## src/rtl/sup_pkg.sv

```systemverilog
package sup_pkg;

    localparam int unsigned SYNC_DEPTH = 2;

    // Scale a tick count down by a power of two, never below 2.
    function automatic int unsigned scale_ticks(input int unsigned base, input int unsigned sh);
        int unsigned v;
        v = base >> sh;
        return (v < 2) ? 2 : v;
    endfunction

endpackage

```

## src/rtl/sup_sync.sv

```systemverilog
module sup_sync #(
    parameter int unsigned STAGES = 2
) (
    input  logic clk,
    input  logic rst_n,
    input  logic d_async,
    output logic d_sync
);
    logic [STAGES-1:0] stage_q;

    generate
        for (genvar i = 0; i < STAGES; i++) begin : g_stage
            if (i == 0) begin : g_first
                always_ff @(posedge clk or negedge rst_n) begin
                    if (!rst_n) stage_q[0] <= 1'b0;
                    else        stage_q[0] <= d_async;
                end
            end else begin : g_next
                always_ff @(posedge clk or negedge rst_n) begin
                    if (!rst_n) stage_q[i] <= 1'b0;
                    else        stage_q[i] <= stage_q[i-1];
                end
            end
        end
    endgenerate

    assign d_sync = stage_q[STAGES-1];
endmodule

```

## src/rtl/sup_rst_stretch.sv

```systemverilog
module sup_rst_stretch #(
    parameter int unsigned STRETCH = 50,
    parameter int unsigned CNT_W   = 6
) (
    input  logic clk,
    input  logic rst_n,
    input  logic tick_en,
    input  logic sup_low,
    input  logic wd_timeout,
    output logic rst_active
);
    typedef struct packed {
        logic             hold;
        logic [CNT_W-1:0] cnt;
    } st_t;

    st_t s_d, s_q;

    always_comb begin
        s_d = s_q;
        if (sup_low || wd_timeout) begin
            s_d.hold = 1'b1;
            s_d.cnt  = '0;
        end else if (s_q.hold && tick_en) begin
            if (s_q.cnt == CNT_W'(STRETCH - 1)) begin
                s_d.hold = 1'b0;
                s_d.cnt  = '0;
            end else begin
                s_d.cnt = s_q.cnt + CNT_W'(1);
            end
        end
    end

    always_ff @(posedge clk or negedge rst_n) begin
        if (!rst_n) begin
            s_q.hold <= 1'b1;
            s_q.cnt  <= '0;
        end else begin
            s_q <= s_d;
        end
    end

    assign rst_active = sup_low | s_q.hold;

    AST_HOLD_ON_LOW: assert property (@(posedge clk) disable iff (!rst_n)
        sup_low |=> s_q.hold);
    AST_STRETCH_BOUND: assert property (@(posedge clk) disable iff (!rst_n)
        s_q.hold |-> (s_q.cnt < CNT_W'(STRETCH)));
endmodule

```

## src/rtl/sup_wdog.sv

```systemverilog
module sup_wdog #(
    parameter int unsigned FAST  = 100,
    parameter int unsigned SLOW  = 1600,
    parameter int unsigned CNT_W = 11
) (
    input  logic clk,
    input  logic rst_n,
    input  logic tick_en,
    input  logic wdi_async,
    input  logic wd_en,
    input  logic fast_sel,
    input  logic sup_low,
    input  logic rst_active,
    output logic wd_timeout,
    output logic wdo_n
);
    typedef struct packed {
        logic             prev;
        logic [CNT_W-1:0] cnt;
        logic             wdo_n;
    } st_t;

    st_t s_d, s_q;
    logic             wdi_s;
    logic             kick;
    logic             run;
    logic [CNT_W-1:0] lim;

    sup_sync #(.STAGES(sup_pkg::SYNC_DEPTH)) u_sync (
        .clk     (clk),
        .rst_n   (rst_n),
        .d_async (wdi_async),
        .d_sync  (wdi_s)
    );

    always_comb begin
        s_d        = s_q;
        kick       = wdi_s ^ s_q.prev;
        lim        = fast_sel ? CNT_W'(FAST) : CNT_W'(SLOW);
        run        = wd_en & ~rst_active & ~kick;
        wd_timeout = run & tick_en & (s_q.cnt >= (lim - CNT_W'(1)));
        s_d.prev   = wdi_s;
        if (!run) begin
            s_d.cnt = '0;
        end else if (tick_en) begin
            s_d.cnt = wd_timeout ? '0 : s_q.cnt + CNT_W'(1);
        end
        if (!wd_en || sup_low || kick) begin
            s_d.wdo_n = 1'b1;
        end else if (wd_timeout) begin
            s_d.wdo_n = 1'b0;
        end
    end

    always_ff @(posedge clk or negedge rst_n) begin
        if (!rst_n) begin
            s_q.prev  <= 1'b0;
            s_q.cnt   <= '0;
            s_q.wdo_n <= 1'b1;
        end else begin
            s_q <= s_d;
        end
    end

    assign wdo_n = s_q.wdo_n;

    AST_HELD_IN_RESET: assert property (@(posedge clk) disable iff (!rst_n)
        rst_active |=> (s_q.cnt == '0));
    AST_TIMEOUT_DROPS_WDO: assert property (@(posedge clk) disable iff (!rst_n)
        wd_timeout |=> !wdo_n);
endmodule

```

## src/rtl/supervisor_ctrl.sv

```systemverilog
module supervisor_ctrl #(
    parameter int unsigned STRETCH_TICKS = 50,
    parameter int unsigned FAST_TICKS    = 100,
    parameter int unsigned SLOW_TICKS    = 1600,
    parameter int unsigned TIME_SHIFT    = 0
) (
    input  logic clk,
    input  logic rst_n,
    input  logic tick_en,
    input  logic sup_low,
    input  logic pf_low,
    input  logic vcc_below_batt,
    input  logic wdi,
    input  logic wd_en,
    input  logic wd_fast_sel,
    input  logic ce_in_n,
    output logic rst_out_n,
    output logic rst_out,
    output logic wdo_n,
    output logic low_line_n,
    output logic pfail_n,
    output logic ce_out_n
);
    localparam int unsigned STR_EFF  = sup_pkg::scale_ticks(STRETCH_TICKS, TIME_SHIFT);
    localparam int unsigned FAST_EFF = sup_pkg::scale_ticks(FAST_TICKS, TIME_SHIFT);
    localparam int unsigned SLOW_EFF = sup_pkg::scale_ticks(SLOW_TICKS, TIME_SHIFT);
    localparam int unsigned WD_MAX   = (FAST_EFF > SLOW_EFF) ? FAST_EFF : SLOW_EFF;
    localparam int unsigned STR_W    = $clog2(STR_EFF + 1);
    localparam int unsigned WD_W     = $clog2(WD_MAX + 1);

    logic rst_active;
    logic wd_timeout;

    sup_rst_stretch #(.STRETCH(STR_EFF), .CNT_W(STR_W)) u_stretch (
        .clk        (clk),
        .rst_n      (rst_n),
        .tick_en    (tick_en),
        .sup_low    (sup_low),
        .wd_timeout (wd_timeout),
        .rst_active (rst_active)
    );

    sup_wdog #(.FAST(FAST_EFF), .SLOW(SLOW_EFF), .CNT_W(WD_W)) u_wdog (
        .clk        (clk),
        .rst_n      (rst_n),
        .tick_en    (tick_en),
        .wdi_async  (wdi),
        .wd_en      (wd_en),
        .fast_sel   (wd_fast_sel),
        .sup_low    (sup_low),
        .rst_active (rst_active),
        .wd_timeout (wd_timeout),
        .wdo_n      (wdo_n)
    );

    always_comb begin
        rst_out_n  = ~rst_active;
        rst_out    = rst_active;
        low_line_n = ~sup_low;
        pfail_n    = ~(pf_low | vcc_below_batt);
        ce_out_n   = sup_low ? 1'b1 : ce_in_n;
    end

    AST_WD_FAULT_RESETS: assert property (@(posedge clk) disable iff (!rst_n)
        wd_timeout |=> !rst_out_n);
    AST_LOWLINE_CLEARS_WDO: assert property (@(posedge clk) disable iff (!rst_n)
        sup_low |=> wdo_n);
    AST_DISABLED_QUIET: assert property (@(posedge clk) disable iff (!rst_n)
        !wd_en |=> (wdo_n && !wd_timeout));
endmodule

```

## config.mk

```make
export PLATFORM = sky130hd
export DESIGN_NAME = supervisor_ctrl
export DESIGN_NICKNAME = d
export VERILOG_FILES = /design/src/rtl/sup_pkg.sv /design/src/rtl/sup_sync.sv /design/src/rtl/sup_rst_stretch.sv /design/src/rtl/sup_wdog.sv /design/src/rtl/supervisor_ctrl.sv
export SDC_FILE = /design/constraint.sdc
export NUM_CORES = 1
export LEC_CHECK = 0
export BUFFER_PORTS_ARGS = -buffer_cell sky130_fd_sc_hd__buf_2
export CORE_UTILIZATION = 50
export DETAILED_ROUTE_END_ITERATION = 16
export GPL_TIMING_DRIVEN = 0
export PLACE_DENSITY_LB_ADDON = 0.1
export SYNTH_ARGS = -nofsm -noshare
export SYNTH_HDL_FRONTEND = slang
export SYNTH_SLANG_ARGS = --single-unit
```

## constraint.sdc

```tcl
create_clock -name clk -period 3.6 [get_ports clk]
set_input_delay 0.18 -clock clk [delete_from_list [all_inputs] [get_ports clk]]
set_output_delay 0.18 -clock clk [all_outputs]
set_load 0.05 [all_outputs]
```

; Word-level counts from Yosys, hierarchy flattened
; Index checks and enable logic that the tools add are counted.
[classes]
add_sub_neg = 3
n_mul = 0
div = 0
n_lt_le_gt_ge = 1
n_eq_ne = 2
n_shift = 0
mux = 11
bitwise = 11
n_reduce_logical = 9
[ops]
columns = cell, count
row1 = 2-to-1 mux 11 bit, 4
row2 = 2-to-1 mux 7 bit, 2
row3 = "adder 11 x 1 -> 11 bit, second input constant", 1
row4 = >= comparator 11 bit, 1
row5 = "subtractor 11 x 1 -> 11 bit, second input constant", 1
row6 = "adder 6 x 1 -> 6 bit, second input constant", 1
row7 = "== test 6 bit, second input constant", 1
row8 = 2-to-1 mux 6 bit, 1
row9 = nonzero test 2 bit, 3
row10 = AND 1 bit, 4
row11 = 2-to-1 mux 1 bit, 4
row12 = NOT 1 bit, 4
row13 = logical OR 1 bit, 3
row14 = "!= test 2 bit, second input constant", 1
row15 = OR 1 bit, 2
row16 = AND reduction 2 bit, 1
row17 = logical AND 1 bit, 1
row18 = zero test 1 bit, 1
row19 = bitwise XOR 1 bit, 1
[word_totals]
reg_bits = 22
latch_bits = 0
mem_bits_rw = 0
mem_bits_ro = 0
wordCells = 44
mem_count = 0

; Logic depth before layout (Yosys ltp)
[depth]
depth_word = 9
ltp_mapped = 7
ltp_nobuf = 7

; Modules after synthesis
; Synthesis repeated with hierarchy kept, for this count alone.
[hier_totals]
cells_unflattened = 135
area_unflattened_um2 = 1332.5
[by_module_without_submodules]
columns = mod, n_inst, cells_per_inst, area_per_inst_um2
row1 = sup_wdog, 1, 85, 863.3
row2 = sup_rst_stretch, 1, 44, 401.6
row3 = sup_sync, 1, 2, 50.0
row4 = supervisor_ctrl, 1, 4, 17.5

; Worst setup path after synthesis
; Ideal clock, no wire load.
[synth_timing]
path_type = register to register
from = reg u_stretch.s_q[6] (netlist bit)
to = reg u_wdog.s_q[7] (netlist bit)
setup_ps = 79
t_arrival_ps = 2252
path_slack_ps = 1269
path_stages_with_launch = 7
path_buffers = 1
period_less_slack_ps = 2331
cell_sequence = dfstp_2 > nor2_1 > inv_1 > nor3_1 > buf_2 > a31oi_1 > mux2i_1
[synth_between]
elab_chain_len = 9
word_cells_on_any_way = 10
[synth_lines]
columns = element, line_no
row1 = from (decl), sup_rst_stretch.sv:17  ; st_t s_d, s_q;
row2 = OR 1 bit (*), sup_rst_stretch.sv:43  ; assign rst_active = sup_low | s_q.hold;
row3 = NOT 1 bit (*), n/a
row4 = net rst_out_n, supervisor_ctrl.sv:17  ; output logic rst_out_n,
row5 = AND 1 bit (*) (2 in series), sup_wdog.sv:40  ; run = wd_en & ~rst_active & ~kick;
row6 = AND 1 bit (2 in series), sup_wdog.sv:41  ; wd_timeout = run & tick_en & (s_q.cnt >= (lim - CNT_W'(1)));
row7 = 2-to-1 mux 11 bit, sup_wdog.sv:46  ; s_d.cnt = wd_timeout ? '0 : s_q.cnt + CNT_W'(1);
row8 = 2-to-1 mux 11 bit, sup_wdog.sv:45  ; end else if (tick_en) begin
row9 = 2-to-1 mux 11 bit, sup_wdog.sv:43  ; if (!run) begin
row10 = to (decl), sup_wdog.sv:23  ; st_t s_d, s_q;
; Mark *: on every way through the listed nets, which the timed path passes. The rest lies on a longest branch. The select of a mux whose other input is x is not followed.
; A chain may end at the register's enable or synchronous reset.

; Final worst setup path
[layout_timing]
from = reg u_wdog.s_q[1] (netlist bit)
to = reg u_wdog.s_q[9] (netlist bit)
[layout_between]
elab_chain_len = 5
word_cells_on_any_way = 6
[layout_lines]
columns = element, line_no
row1 = >= comparator 11 bit, sup_wdog.sv:41
row2 = AND 1 bit, sup_wdog.sv:41
row3 = 2-to-1 mux 11 bit (*), sup_wdog.sv:46
row4 = 2-to-1 mux 11 bit (*), sup_wdog.sv:45
row5 = 2-to-1 mux 11 bit (*), sup_wdog.sv:43
; Mark *: on every way between the ends. The rest lies on a longest branch, timed or not. The select of a mux whose other input is x is not followed.

==> metrics.md <==
| Metric | Value |
|---|---|
| Share of layout cells above drive strength 1 | `between 20% and 30%` |
| DIE WIDTH | `53.6 um` |
| Drt wl/cell | `~14 um` |
| Worst EP arrival | `2.26 ns` |
| Synth Register Bits | `22` |
| Register area share after synthesis | `41.5%` |
| CP Max Fanout | `10` |
| Number of enable flip-flop cells after synthesis | `0` |
| Final ANT Viol Nets | `0` |
| CP endpoint kind | `flip-flop` |
| Vias | `roughly 1,100` |
| Minimum clock period | `2.04 ns` |
| Clock share of power | `39.8%` |
| Unrepaired setup endpoints after global routing | `no` |
| GPL Wtd Cong | `approximately 0.8` |
| Syn Nets | `165` |
| Rows | `18` |
| # fillers | `218` |
| CP Launch Type | `flip-flop` |
| Final hold vios | `0` |
| Clk pin slew, worst setup/hold paths | `~0.14 ns` |
| Cell at the root of the clock tree | `clkbuf_4` |
| NumNets Final | `187` |
| Port-buffer cells | `15` |
| Clock Latency Late Sink | `0.31 ns` |
| Final worst path period share | `56.7%` |
| CP required | `3.82 ns` |
| Psw | `between 0.0001 and 0.00015 W` |
| FMAX | `between 400 and 500 MHz` |
| Vias in the first global route | `~1,100` |
| Ant diodes | `0` |
| Sink Count | `22` |
| Starting Density | `a little over half` |
| Cell Int Power | `0.000376 W` |
| Ports | `16` |
| Cell Pwr Density | `about 320 mW/mm2` |
| CTS tree | `done` |
| Leak | `between 0.6 and 0.7 nW` |
| Total track usage | `22.8%` |
| Skew final | `~0.012 ns` |
| Final WL | `2.78 mm` |
| H-Tree Depth | `1` |
| Initial antenna violation count | `0` |
| DRT Pass-1 Iters | `4` |
| Post-Layout Cell Count | `197` |
| Worst Tran Pin Value | `0.504 ns` |
| VDD IR-drop max | `~250 uV` |
| Endpoints failing setup | `0` |
| Die area | `0.00287 mm2` |
| Synthesized area | `0.00133 mm2` |
| Combinational power share | `7.8%` |
| Synth async-reset ratio | `between 90% and 100%` |
| Avg Cell Area, Syn | `between 9 and 10 um2` |
| Area Growth Syn to Fin | `13.9%` |
| Hold Path Class | `in2reg` |
| Sequential power share | `52.4%` |
| Post_cts resized | `0` |
| Max cap viols | `0` |
| DR iter-0 viols | `21` |
| Main synth FF type | `dfrtp_1` |
| Largest net degree at the start of global routing | `23` |
| HPWL after detailed placement | `2.05 mm` |
| Status | `finished clean` |
| Setup CP Type | `reg2reg` |
| Register-to-register setup slack | `1.56 ns` |
| TNS Setup | `0 ns` |
| Core area | `roughly 0.0025 mm2` |
| Setup Buffers After CTS | `0` |
| Drt drc | `0` |
| Deepest clock path buffer count | `2` |
| Synth Instances | `about 150` |
| Sw Share | `22.4%` |
| Worst hold margin | `around 0.045 ns` |
| First-pass GRT wire length | `roughly 4.7 mm` |
| # hold bufs at CTS | `2` |
| Final slew viol count | `0` |
| Rel. slew slack | `between 60% and 70%` |
| Vert. Die Dim | `53.6 um` |
| CTS Buf Count | `3` |
| Remaining global-route overflow | `0` |
| Routed vias/inst | `5.76` |
| Number of unique standard cell types used by synthesis | `38` |
| Yosys warns | `0` |
| Placed insts | `191` |
## sequential cells by signal, indices dropped and copies added (netlist names)
signal                 flops
u_wdog.s_q                12
u_wdog.wdo_n               1
u_wdog.u_sync.stage_q      1
u_wdog.u_sync.d_sync       1
u_stretch.s_q              7
## worst paths after layout
| path | start | to | cells after the start |
|---|---|---|---|
| max reg2reg | u_wdog.s_q[1] | u_wdog.s_q[9] | 6 |
| min reg2reg | u_wdog.u_sync.stage_q[0] | u_wdog.u_sync.d_sync | 0 |
| max | u_wdog.s_q[1] | u_wdog.s_q[9] | 6 |
| min in group asynchronous | rst_n | u_stretch.s_q[3] | 2 |
| max in group asynchronous | rst_n | u_wdog.wdo_n | 2 |
| min | wd_en | u_wdog.wdo_n | 2 |
## cells in the mapped netlist, types with 2 or more instances
| master | instances | area [um2] |
|---|---|---|
| o21ai_0 | 8 | 40.0 |
| a31oi_1 | 2 | 12.5 |
| nand2_1 | 17 | 63.8 |
| nand3_1 | 14 | 70.1 |
| nor2_1 | 16 | 60.1 |
| dfrtp_1 | 20 | 500 |
| a22o_2 | 2 | 20.0 |
| inv_1 | 4 | 15.0 |
| nor2b_1 | 2 | 12.5 |
| and3_1 | 2 | 12.5 |
| nand4_1 | 5 | 31.3 |
| dfstp_2 | 2 | 52.6 |
| xnor2_1 | 4 | 35.0 |
| nor3_1 | 8 | 40.0 |
| a21oi_1 | 7 | 35.0 |
| o21bai_1 | 2 | 15.0 |
| or3_1 | 2 | 12.5 |
| ha_1 | 9 | 113 |
## power by group through the flow
stage / sequential (W) / clock, W / combinational, W
after global placement: 0.000258 / 0 / 0.0000360
after global routing: 0.000254 / 0.000206 / 0.0000429
after floorplan: 0.000258 / 0 / 0.0000206
after detailed placement: 0.000258 / 0 / 0.0000366
final: 0.000254 / 0.000193 / 0.0000376
after CTS: 0.000254 / 0.000196 / 0.0000384
## placed cells by master (no fill, tap or decap), drive strengths merged, types with 3 or more instances in the layout
cell type,count
a21oi,7
and3,3
buf,17
clkbuf,4
dfrtp,20
ha,9
inv,4
nand2,17
nand3,14
nand4,5
nor2,16
nor3,8
o21ai,11
xnor2,4
## kinds of logic after synthesis
kind of cell	after synthesis	share of synthesized area (%)
mux	1	0.752
simple gates	72	27.4
fa+ha+maj	9	8.46
compound gates	31	16.8
flops	22	41.5
buf+inv	7	2.44
xor+xnor	4	2.63
## layer usage
| layer | GRT usage [%] | part of all wire, % |
|---|---|---|
| met5 | 0 | 0 |
| met3 | 3.39 | 2.1 |
| met2 | 38.1 | 46 |
| met4 | 5.26 | 0.61 |
| met1 | 30.9 | 52 |
## stage by stage
| stage | total power (W) | util [%] | instance area (um2) | setup WS [ns] |
|---|---|---|---|---|
| final | 0.000484 | 60.7 | 1520 | 1.56 |
| after global routing | 0.000503 | 60.7 | 1520 | 1.42 |
| after CTS | 0.000488 | 60.7 | 1520 | 1.55 |
| after detailed placement | 0.000295 | 57.8 | 1440 | 1.58 |
| after global placement | 0.000294 | 57.8 | 1440 | 1.67 |
| after floorplan | 0.000278 | - | 1330 | 1.27 |
## worst max-delay path: stages (launching register included)
cell	delay [ns]
dfrtp_1	0.45
ha_1	0.30
a211oi_2	0.31
nor4_4	0.10
o21ai_4	0.29
nand2_1	0.22
o311ai_2	0.29
## cell type report
type,instances,area [um2],area share [%]
buffer,3,17.5,1.16
clock buffer,3,22.5,1.49
clock inverter,1,30.0,1.98
inverter,4,15.0,0.990
multi-input combinational,117,746,49.2
sequential,22,553,36.5
tap,30,37.5,2.48
timing repair buffer,17,95.1,6.27
(Power assumes the default switching activity.)
